<file path="config.mk">
export PLATFORM = sky130hd
export DESIGN_NAME = vfc_classify_unit
export DESIGN_NICKNAME = d
export VERILOG_FILES = /design/src/rtl/vfc_pkg.sv /design/src/rtl/vfc_field_probe.sv /design/src/rtl/vfc_classifier.sv /design/src/rtl/vfc_lane_read.sv /design/src/rtl/vfc_lane_write.sv /design/src/rtl/vfc_classify_unit.sv
export SDC_FILE = /design/constraint.sdc
export NUM_CORES = 1
export LEC_CHECK = 0
export BUFFER_PORTS_ARGS = -buffer_cell sky130_fd_sc_hd__buf_4
export CELL_PAD_IN_SITES_DETAIL_PLACEMENT = 1
export CELL_PAD_IN_SITES_GLOBAL_PLACEMENT = 2
export CORE_MARGIN = 2
export CORE_UTILIZATION = 27
export DETAILED_ROUTE_END_ITERATION = 8
export GPL_TIMING_DRIVEN = 0
export PLACE_DENSITY = 0.88
export SLEW_MARGIN = 20
export SYNTH_ARGS = -nofsm -noshare
export SYNTH_HDL_FRONTEND = slang
export SYNTH_SLANG_ARGS = --single-unit
</file>
<file path="constraint.sdc">
create_clock -name clk -period 3.7 [get_ports clk]
set_clock_uncertainty 0.15 [all_clocks]
set_input_delay 0.185 -clock clk [delete_from_list [all_inputs] [get_ports clk]]
set_output_delay 0.185 -clock clk [all_outputs]
set_load 0.005 [all_outputs]
</file>
<file path="src/rtl/vfc_pkg.sv">
package vfc_pkg;

    localparam int CLS_W    = 10;
    localparam int ELEM_MAX = 64;

    // class code bit positions
    localparam int CB_NEG_INF  = 0;
    localparam int CB_NEG_NORM = 1;
    localparam int CB_NEG_SUB  = 2;
    localparam int CB_NEG_ZERO = 3;
    localparam int CB_POS_ZERO = 4;
    localparam int CB_POS_SUB  = 5;
    localparam int CB_POS_NORM = 6;
    localparam int CB_POS_INF  = 7;
    localparam int CB_SNAN     = 8;
    localparam int CB_QNAN     = 9;

    typedef enum logic [1:0] {
        FMT_HALF   = 2'd0,
        FMT_SINGLE = 2'd1,
        FMT_DOUBLE = 2'd2,
        FMT_ALTDBL = 2'd3
    } fmt_e;

    // summary of one element's fields, independent of format
    typedef struct packed {
        logic sign;
        logic exp_ones;
        logic exp_zero;
        logic frac_zero;
        logic frac_top;
    } fp_fields_t;

    function automatic logic [CLS_W-1:0] cls_bit(input int pos);
        logic [CLS_W-1:0] v;
        v = '0;
        v[pos] = 1'b1;
        return v;
    endfunction

endpackage

</file>
<file path="src/rtl/vfc_field_probe.sv">
module vfc_field_probe
    import vfc_pkg::*;
#(
    parameter int EXP_W  = 8,
    parameter int FRAC_W = 23
) (
    input  logic [EXP_W+FRAC_W:0] bits,
    output fp_fields_t            flds
);
    localparam int SIGN_POS = EXP_W + FRAC_W;

    logic [EXP_W-1:0]  exp_f;
    logic [FRAC_W-1:0] frac_f;

    assign exp_f  = bits[SIGN_POS-1 -: EXP_W];
    assign frac_f = bits[FRAC_W-1:0];

    always_comb begin
        flds.sign      = bits[SIGN_POS];
        flds.exp_ones  = &exp_f;
        flds.exp_zero  = ~|exp_f;
        flds.frac_zero = ~|frac_f;
        flds.frac_top  = frac_f[FRAC_W-1];
    end

endmodule

</file>
<file path="src/rtl/vfc_classifier.sv">
module vfc_classifier
    import vfc_pkg::*;
(
    input  logic [ELEM_MAX-1:0] elem,
    input  fmt_e                fmt,
    output fp_fields_t          flds,
    output logic [CLS_W-1:0]    cls
);
    fp_fields_t probe_f [3];

    // one field probe per format, all looking at the low bits of the element
    for (genvar g = 0; g < 3; g++) begin : g_fmt
        localparam int EW = (g == 0) ? 5  : ((g == 1) ? 8  : 11);
        localparam int FW = (g == 0) ? 10 : ((g == 1) ? 23 : 52);
        vfc_field_probe #(
            .EXP_W  (EW),
            .FRAC_W (FW)
        ) u_probe (
            .bits (elem[EW+FW:0]),
            .flds (probe_f[g])
        );
    end

    always_comb begin
        case (fmt)
            FMT_HALF:   flds = probe_f[0];
            FMT_SINGLE: flds = probe_f[1];
            default:    flds = probe_f[2];
        endcase
    end

    // priority: infinity, zero, subnormal, NaN, normal
    always_comb begin
        if (flds.exp_ones && flds.frac_zero) begin
            cls = flds.sign ? cls_bit(CB_NEG_INF) : cls_bit(CB_POS_INF);
        end else if (flds.exp_zero && flds.frac_zero) begin
            cls = flds.sign ? cls_bit(CB_NEG_ZERO) : cls_bit(CB_POS_ZERO);
        end else if (flds.exp_zero) begin
            cls = flds.sign ? cls_bit(CB_NEG_SUB) : cls_bit(CB_POS_SUB);
        end else if (flds.exp_ones) begin
            cls = flds.frac_top ? cls_bit(CB_QNAN) : cls_bit(CB_SNAN);
        end else begin
            cls = flds.sign ? cls_bit(CB_NEG_NORM) : cls_bit(CB_POS_NORM);
        end
    end

endmodule

</file>
<file path="src/rtl/vfc_lane_read.sv">
module vfc_lane_read
    import vfc_pkg::*;
#(
    parameter int VLEN_BITS = 128,
    parameter int IDXW      = 4
) (
    input  logic [VLEN_BITS-1:0] vec,
    input  logic [IDXW-1:0]      idx,
    input  fmt_e                 fmt,
    output logic [ELEM_MAX-1:0]  elem
);
    localparam int NE_H = VLEN_BITS / 16;
    localparam int NE_S = VLEN_BITS / 32;
    localparam int NE_D = VLEN_BITS / 64;

    always_comb begin
        elem = '0;
        case (fmt)
            FMT_HALF:
                if (int'(idx) < NE_H) elem[15:0] = vec[int'(idx)*16 +: 16];
            FMT_SINGLE:
                if (int'(idx) < NE_S) elem[31:0] = vec[int'(idx)*32 +: 32];
            default:
                if (int'(idx) < NE_D) elem = vec[int'(idx)*64 +: 64];
        endcase
    end

endmodule

</file>
<file path="src/rtl/vfc_lane_write.sv">
module vfc_lane_write
    import vfc_pkg::*;
#(
    parameter int VLEN_BITS = 128,
    parameter int IDXW      = 4
) (
    input  logic [VLEN_BITS-1:0] vec_in,
    input  logic [IDXW-1:0]      idx,
    input  fmt_e                 fmt,
    input  logic                 wr_en,
    input  logic [ELEM_MAX-1:0]  wdata,
    output logic [VLEN_BITS-1:0] vec_out
);
    localparam int NE_H = VLEN_BITS / 16;
    localparam int NE_S = VLEN_BITS / 32;
    localparam int NE_D = VLEN_BITS / 64;

    always_comb begin
        vec_out = vec_in;
        if (wr_en) begin
            case (fmt)
                FMT_HALF:
                    if (int'(idx) < NE_H) vec_out[int'(idx)*16 +: 16] = wdata[15:0];
                FMT_SINGLE:
                    if (int'(idx) < NE_S) vec_out[int'(idx)*32 +: 32] = wdata[31:0];
                default:
                    if (int'(idx) < NE_D) vec_out[int'(idx)*64 +: 64] = wdata;
            endcase
        end
    end

endmodule

</file>
<file path="src/rtl/vfc_classify_unit.sv">
module vfc_classify_unit
    import vfc_pkg::*;
#(
    parameter int VLEN_BITS = 128,
    localparam int MAX_EL   = VLEN_BITS / 16,
    localparam int IDXW     = $clog2(MAX_EL + 1),
    localparam int MW       = $clog2(MAX_EL)
) (
    input  logic                 clk,
    input  logic                 rst,
    input  logic                 start,
    input  logic [1:0]           fmt,
    input  logic                 vm_en,
    input  logic [IDXW-1:0]      vl,
    input  logic [IDXW-1:0]      vlmax,
    input  logic [MAX_EL-1:0]    mask_bits,
    input  logic [VLEN_BITS-1:0] src_vec,
    input  logic [VLEN_BITS-1:0] old_vec,
    output logic                 busy,
    output logic                 done,
    output logic [VLEN_BITS-1:0] result_vec
);
    localparam logic [IDXW-1:0] IDX_ONE = IDXW'(1);

    logic                 busy_q, done_q, vm_q;
    fmt_e                 fmt_q;
    logic [IDXW-1:0]      idx_q, vl_q, vlmax_q;
    logic [MAX_EL-1:0]    mask_q;
    logic [VLEN_BITS-1:0] src_q, dst_q, dst_next;

    logic [ELEM_MAX-1:0]  elem;
    fp_fields_t           flds;
    logic [CLS_W-1:0]     cls;
    logic                 in_body, in_tail, active, wr_en, last_step;
    logic [ELEM_MAX-1:0]  wdata;

    vfc_lane_read #(
        .VLEN_BITS (VLEN_BITS),
        .IDXW      (IDXW)
    ) u_rd (
        .vec  (src_q),
        .idx  (idx_q),
        .fmt  (fmt_q),
        .elem (elem)
    );

    vfc_classifier u_cls (
        .elem (elem),
        .fmt  (fmt_q),
        .flds (flds),
        .cls  (cls)
    );

    always_comb begin
        in_body   = idx_q < vl_q;
        in_tail   = !in_body && (idx_q < vlmax_q);
        active    = vm_q || mask_q[idx_q[MW-1:0]];
        wr_en     = (in_body && active) || in_tail;
        wdata     = in_body ? ELEM_MAX'(cls) : '0;
        last_step = (vlmax_q == '0) || (idx_q == vlmax_q - IDX_ONE);
    end

    vfc_lane_write #(
        .VLEN_BITS (VLEN_BITS),
        .IDXW      (IDXW)
    ) u_wr (
        .vec_in  (dst_q),
        .idx     (idx_q),
        .fmt     (fmt_q),
        .wr_en   (wr_en),
        .wdata   (wdata),
        .vec_out (dst_next)
    );

    always_ff @(posedge clk) begin
        if (rst) begin
            busy_q  <= 1'b0;
            done_q  <= 1'b0;
            vm_q    <= 1'b0;
            fmt_q   <= FMT_HALF;
            idx_q   <= '0;
            vl_q    <= '0;
            vlmax_q <= '0;
            mask_q  <= '0;
            src_q   <= '0;
            dst_q   <= '0;
        end else begin
            done_q <= 1'b0;
            if (!busy_q) begin
                if (start) begin
                    busy_q  <= 1'b1;
                    fmt_q   <= fmt_e'(fmt);
                    vm_q    <= vm_en;
                    vl_q    <= vl;
                    vlmax_q <= vlmax;
                    mask_q  <= mask_bits;
                    src_q   <= src_vec;
                    dst_q   <= old_vec;
                    idx_q   <= '0;
                end
            end else begin
                dst_q <= dst_next;
                if (last_step) begin
                    busy_q <= 1'b0;
                    done_q <= 1'b1;
                end else begin
                    idx_q <= idx_q + IDX_ONE;
                end
            end
        end
    end

    assign busy       = busy_q;
    assign done       = done_q;
    assign result_vec = dst_q;

    AST_CLASS_ONEHOT: assert property (@(posedge clk) disable iff (rst)
        busy_q |-> ($countones(cls) == 1));
    AST_NAN_CLASS: assert property (@(posedge clk) disable iff (rst)
        (busy_q && flds.exp_ones && !flds.frac_zero) |-> (cls[CB_SNAN] || cls[CB_QNAN]));
    AST_DONE_PULSE: assert property (@(posedge clk) disable iff (rst)
        done_q |=> !done_q);
    AST_HOLD_IDLE: assert property (@(posedge clk) disable iff (rst)
        (!busy_q && !start) |=> $stable(result_vec));
    AST_VL_LEGAL: assert property (@(posedge clk) disable iff (rst)
        (start && !busy_q) |-> (vl <= vlmax));
    AST_BUSY_START_IGNORED: assert property (@(posedge clk) disable iff (rst)
        (busy_q && !last_step && start) |=> (busy_q && $stable(vl_q) && $stable(src_q)));

endmodule

</file>
==> metrics.yaml <==
status: "finished, final reports clean"
dp_hpwl_um: 53800
p_per_area_mw_per_mm2: 399
cp.required_ns: 4.07
die_h_um: 230
synth-edff-count: 0
grt_max_degree: 16
max-cap-violations: 0
cts.sinks: 281
area.sequential_sq_mm: 0.00563
clkTransAtPathRegs_ns: 0.06
drt-initial-drc-count: 1238
r2r_slack_ns: 0.10
hold_ws_ns: 0.214
grt_use_total_pct: 27.9
final_antenna_net_count: 0
root_buffer: "clkbuf_16"
criticalPathCategory: "reg2reg"
worst_setup_path_startpoint: "idx_q[1]"
numPlacedInstances: 2745
path_common_cell: "buf_4"
io_buffers: 406
boundaryPins: 408
fin_cells: 3109
gp_congestion: 0.965
die-area_sq_mm: 0.0528
initial_core_util_pct: 27.4
critPathCaptureType: "flip-flop"
fin_crit_sh_pct: 97.2
grt_pass1_wl_um: 114000
clockBufferDepth: 3
syn_area_sq_mm: 0.0138
nNetsFinal: 2700
wl_um: 76200
critPathSlowestCell: "dfxtp_2"
synth_flop_cell: "dfxtp_1"
cp-endpoint: "result_vec[71]"
syn-instance-count: 1667
cts-htree-levels: 1
yosys_warnings: 0
period_needed_ns: 3.60
path_cells: "buf_4, buf_4, buf_4, or3_4, inv_2, ha_4, nor2b_2, nand4_1, nand3_1, and3_4, a31o_1, buf_6, buf_4, a211oi_4, buf_12, a22oi_1, o21ai_0"
vdd_ir_drop_max_mv: 0.349
finalMaxSlewViolations: 0
area_growth_pct: 60.0
ys_ff_latch: 281
async_reset_ff_share_pct: 0
rr_endpoint: "result_vec[71]"
cts_tree: "done"
yosysUniqueCellTypes: 83
cp-start-kind: "flip-flop"
max_stage_delay_ns: 0.36
max_freq_mhz: 278
core_area_sq_mm: 0.0503
drt-pass1-iter-count: 5
viasPerCell: 5.41
avgRoutedWirePerCell_um: 24.5
r2r_cells: 17
rows: 82
hold_path_class: "in2reg"
fillers: 5896
worst_pin_slew_ns: 0.958
numCtsBuffers: 31
multi_input_area_sq_mm: 0.00772
reg2reg_from: "idx_q[1]"
fin_tns_setup_ns: 0
leakagePower_nw: 8.71
final_layout_size_suffix_gt1_share_pct: 25.9
grt_overflow_total: 0
setup_viol_count_final: 0
synth_seq_area_share_pct: 40.9
fp.dieW_um: 230
drc: 0
syn_avg_cell_area_sq_um: 8.26
grt_pass1_vias: 17888
worst-path-max-fanout: 10
clk_latency_ns: 0.60
report.final.hold_viol_count: 0
vias: 16826
synth_nets: 1958
crit_arrival_ns: 3.96
relSlewSlack_pct: 35.9
antenna_found_initial: 4
## registers in the layout, indices dropped and copies added (netlist names)
register    count
vlmax_q         4
busy            1
done            1
fmt_q           2
vl_q            4
mask_q          8
result_vec    128
idx_q           4
src_q         128
vm_q            1
## metal layers
metal | track usage [%] | part of all wire (%) | vias up
met5 | 0 | 0 | -
met4 | 11.9 | 4.7 | 0
met3 | 4.18 | 6.0 | 203
met2 | 47.8 | 48 | 730
met1 | 34.8 | 41 | 8360
li1 | - | - | 7533
## cell usage after synthesis, types with 19 or more instances
master      n  area share, %
nor4_1     21           0.95
a21oi_1   205            7.5
nor3_1     31            1.1
dfxtp_1   281             41
buf_2      20           0.73
mux2i_1    31            2.3
nand2_1   358            9.8
nand3_1    40            1.5
mux4_2     29            4.7
o21ai_0    43            1.6
nand4_1    19           0.86
clkbuf_1   95            2.6
nor2_1    108            2.9
a22oi_1    92            5.0
## critical path: cells and delay by family, from the launching register on
| family | cells | cell delay, ns |
|---|---|---|
| DFF | 1 | 0.36 |
| AOI/OAI and AO/OA | 4 | 0.69 |
| adders and majority gates | 1 | 0.21 |
| buffers and inverters | 7 | 1.13 |
| and+or+nand+nor | 5 | 0.97 |
## repair_timing
action                                  in CTS  in global routing
hold endpoints to repair                   275                  0
hold buffers                               276                  0
setup buffers                               13                 16
gates resized for setup                     59                 38
gates cloned                                 1                  1
endpoints found under the setup margin     152                210
pin swaps                                    7                  9
## how the worst min path moves through the flow
stage / from / to / slack, ns / depth (start not counted)
after CTS: old_vec[41] / result_vec[41] / 0.19 / 4
final: old_vec[41] / result_vec[41] / 0.21 / 4
after global routing: old_vec[41] / result_vec[41] / 0.23 / 4
after detailed placement: old_vec[104] / result_vec[104] / 0.26 / 3
after floorplan: old_vec[40] / result_vec[40] / 0.15 / 2
after global placement: old_vec[105] / result_vec[105] / 0.25 / 3
## cell type report
class / instances / area share [%]
clock inverter: 12 / 0.591
inverter: 19 / 0.324
buffer: 125 / 2.97
tap: 672 / 3.82
multi-input combinational: 1238 / 35.0
timing repair buffer: 713 / 27.7
clock buffer: 44 / 4.02
antenna: 5 / 0.0568
sequential: 281 / 25.5
## layout by cell type, fill, tap and decap left out, drive strengths merged, types with 15 or more instances in the layout
cell,count
inv,21
buf,467
clkbuf,139
mux4,29
a211oi,15
nand2,358
dfxtp,281
nand3,44
nor4,25
mux2i,31
nor2,109
o21ai,48
a21oi,205
a31oi,17
nor3,33
dlygate4sd3,276
a22oi,92
o21a,16
nand4,21
## where the power goes
group	total, W	leakage [nW]	switching (W)	internal [W]
registers	0.00344	2.31	0.000212	0.00323
logic	0.00219	5.91	0.00117	0.00102
clock network	0.00316	0.483	0.00136	0.00180
total	0.00879	8.71	0.00275	0.00605
## through the flow
stage          power [W]  setup slack [ns]  utilization [%]  instance area [sq um]
4_1_cts          0.00870           0.00773             43.4                  21800
3_5_place_dp     0.00524            -0.727             35.1                  17700
6_report         0.00879             0.105             43.8                  22000
5_1_grt          0.00910           -0.0167             43.8                  22000
2_1_floorplan    0.00433             0.246                -                  13800
3_3_place_gp     0.00520            -0.748             35.1                  17700
## kinds of logic after synthesis
family / count (synthesis) / share of synthesized area (%)
fa+ha+maj: 13 / 1.18
simple gates: 669 / 22.3
xor+xnor: 5 / 0.427
mux: 62 / 7.16
compound gates: 489 / 23.2
flops: 281 / 40.9
buf+inv: 148 / 4.89
(Power assumes the default switching activity.)
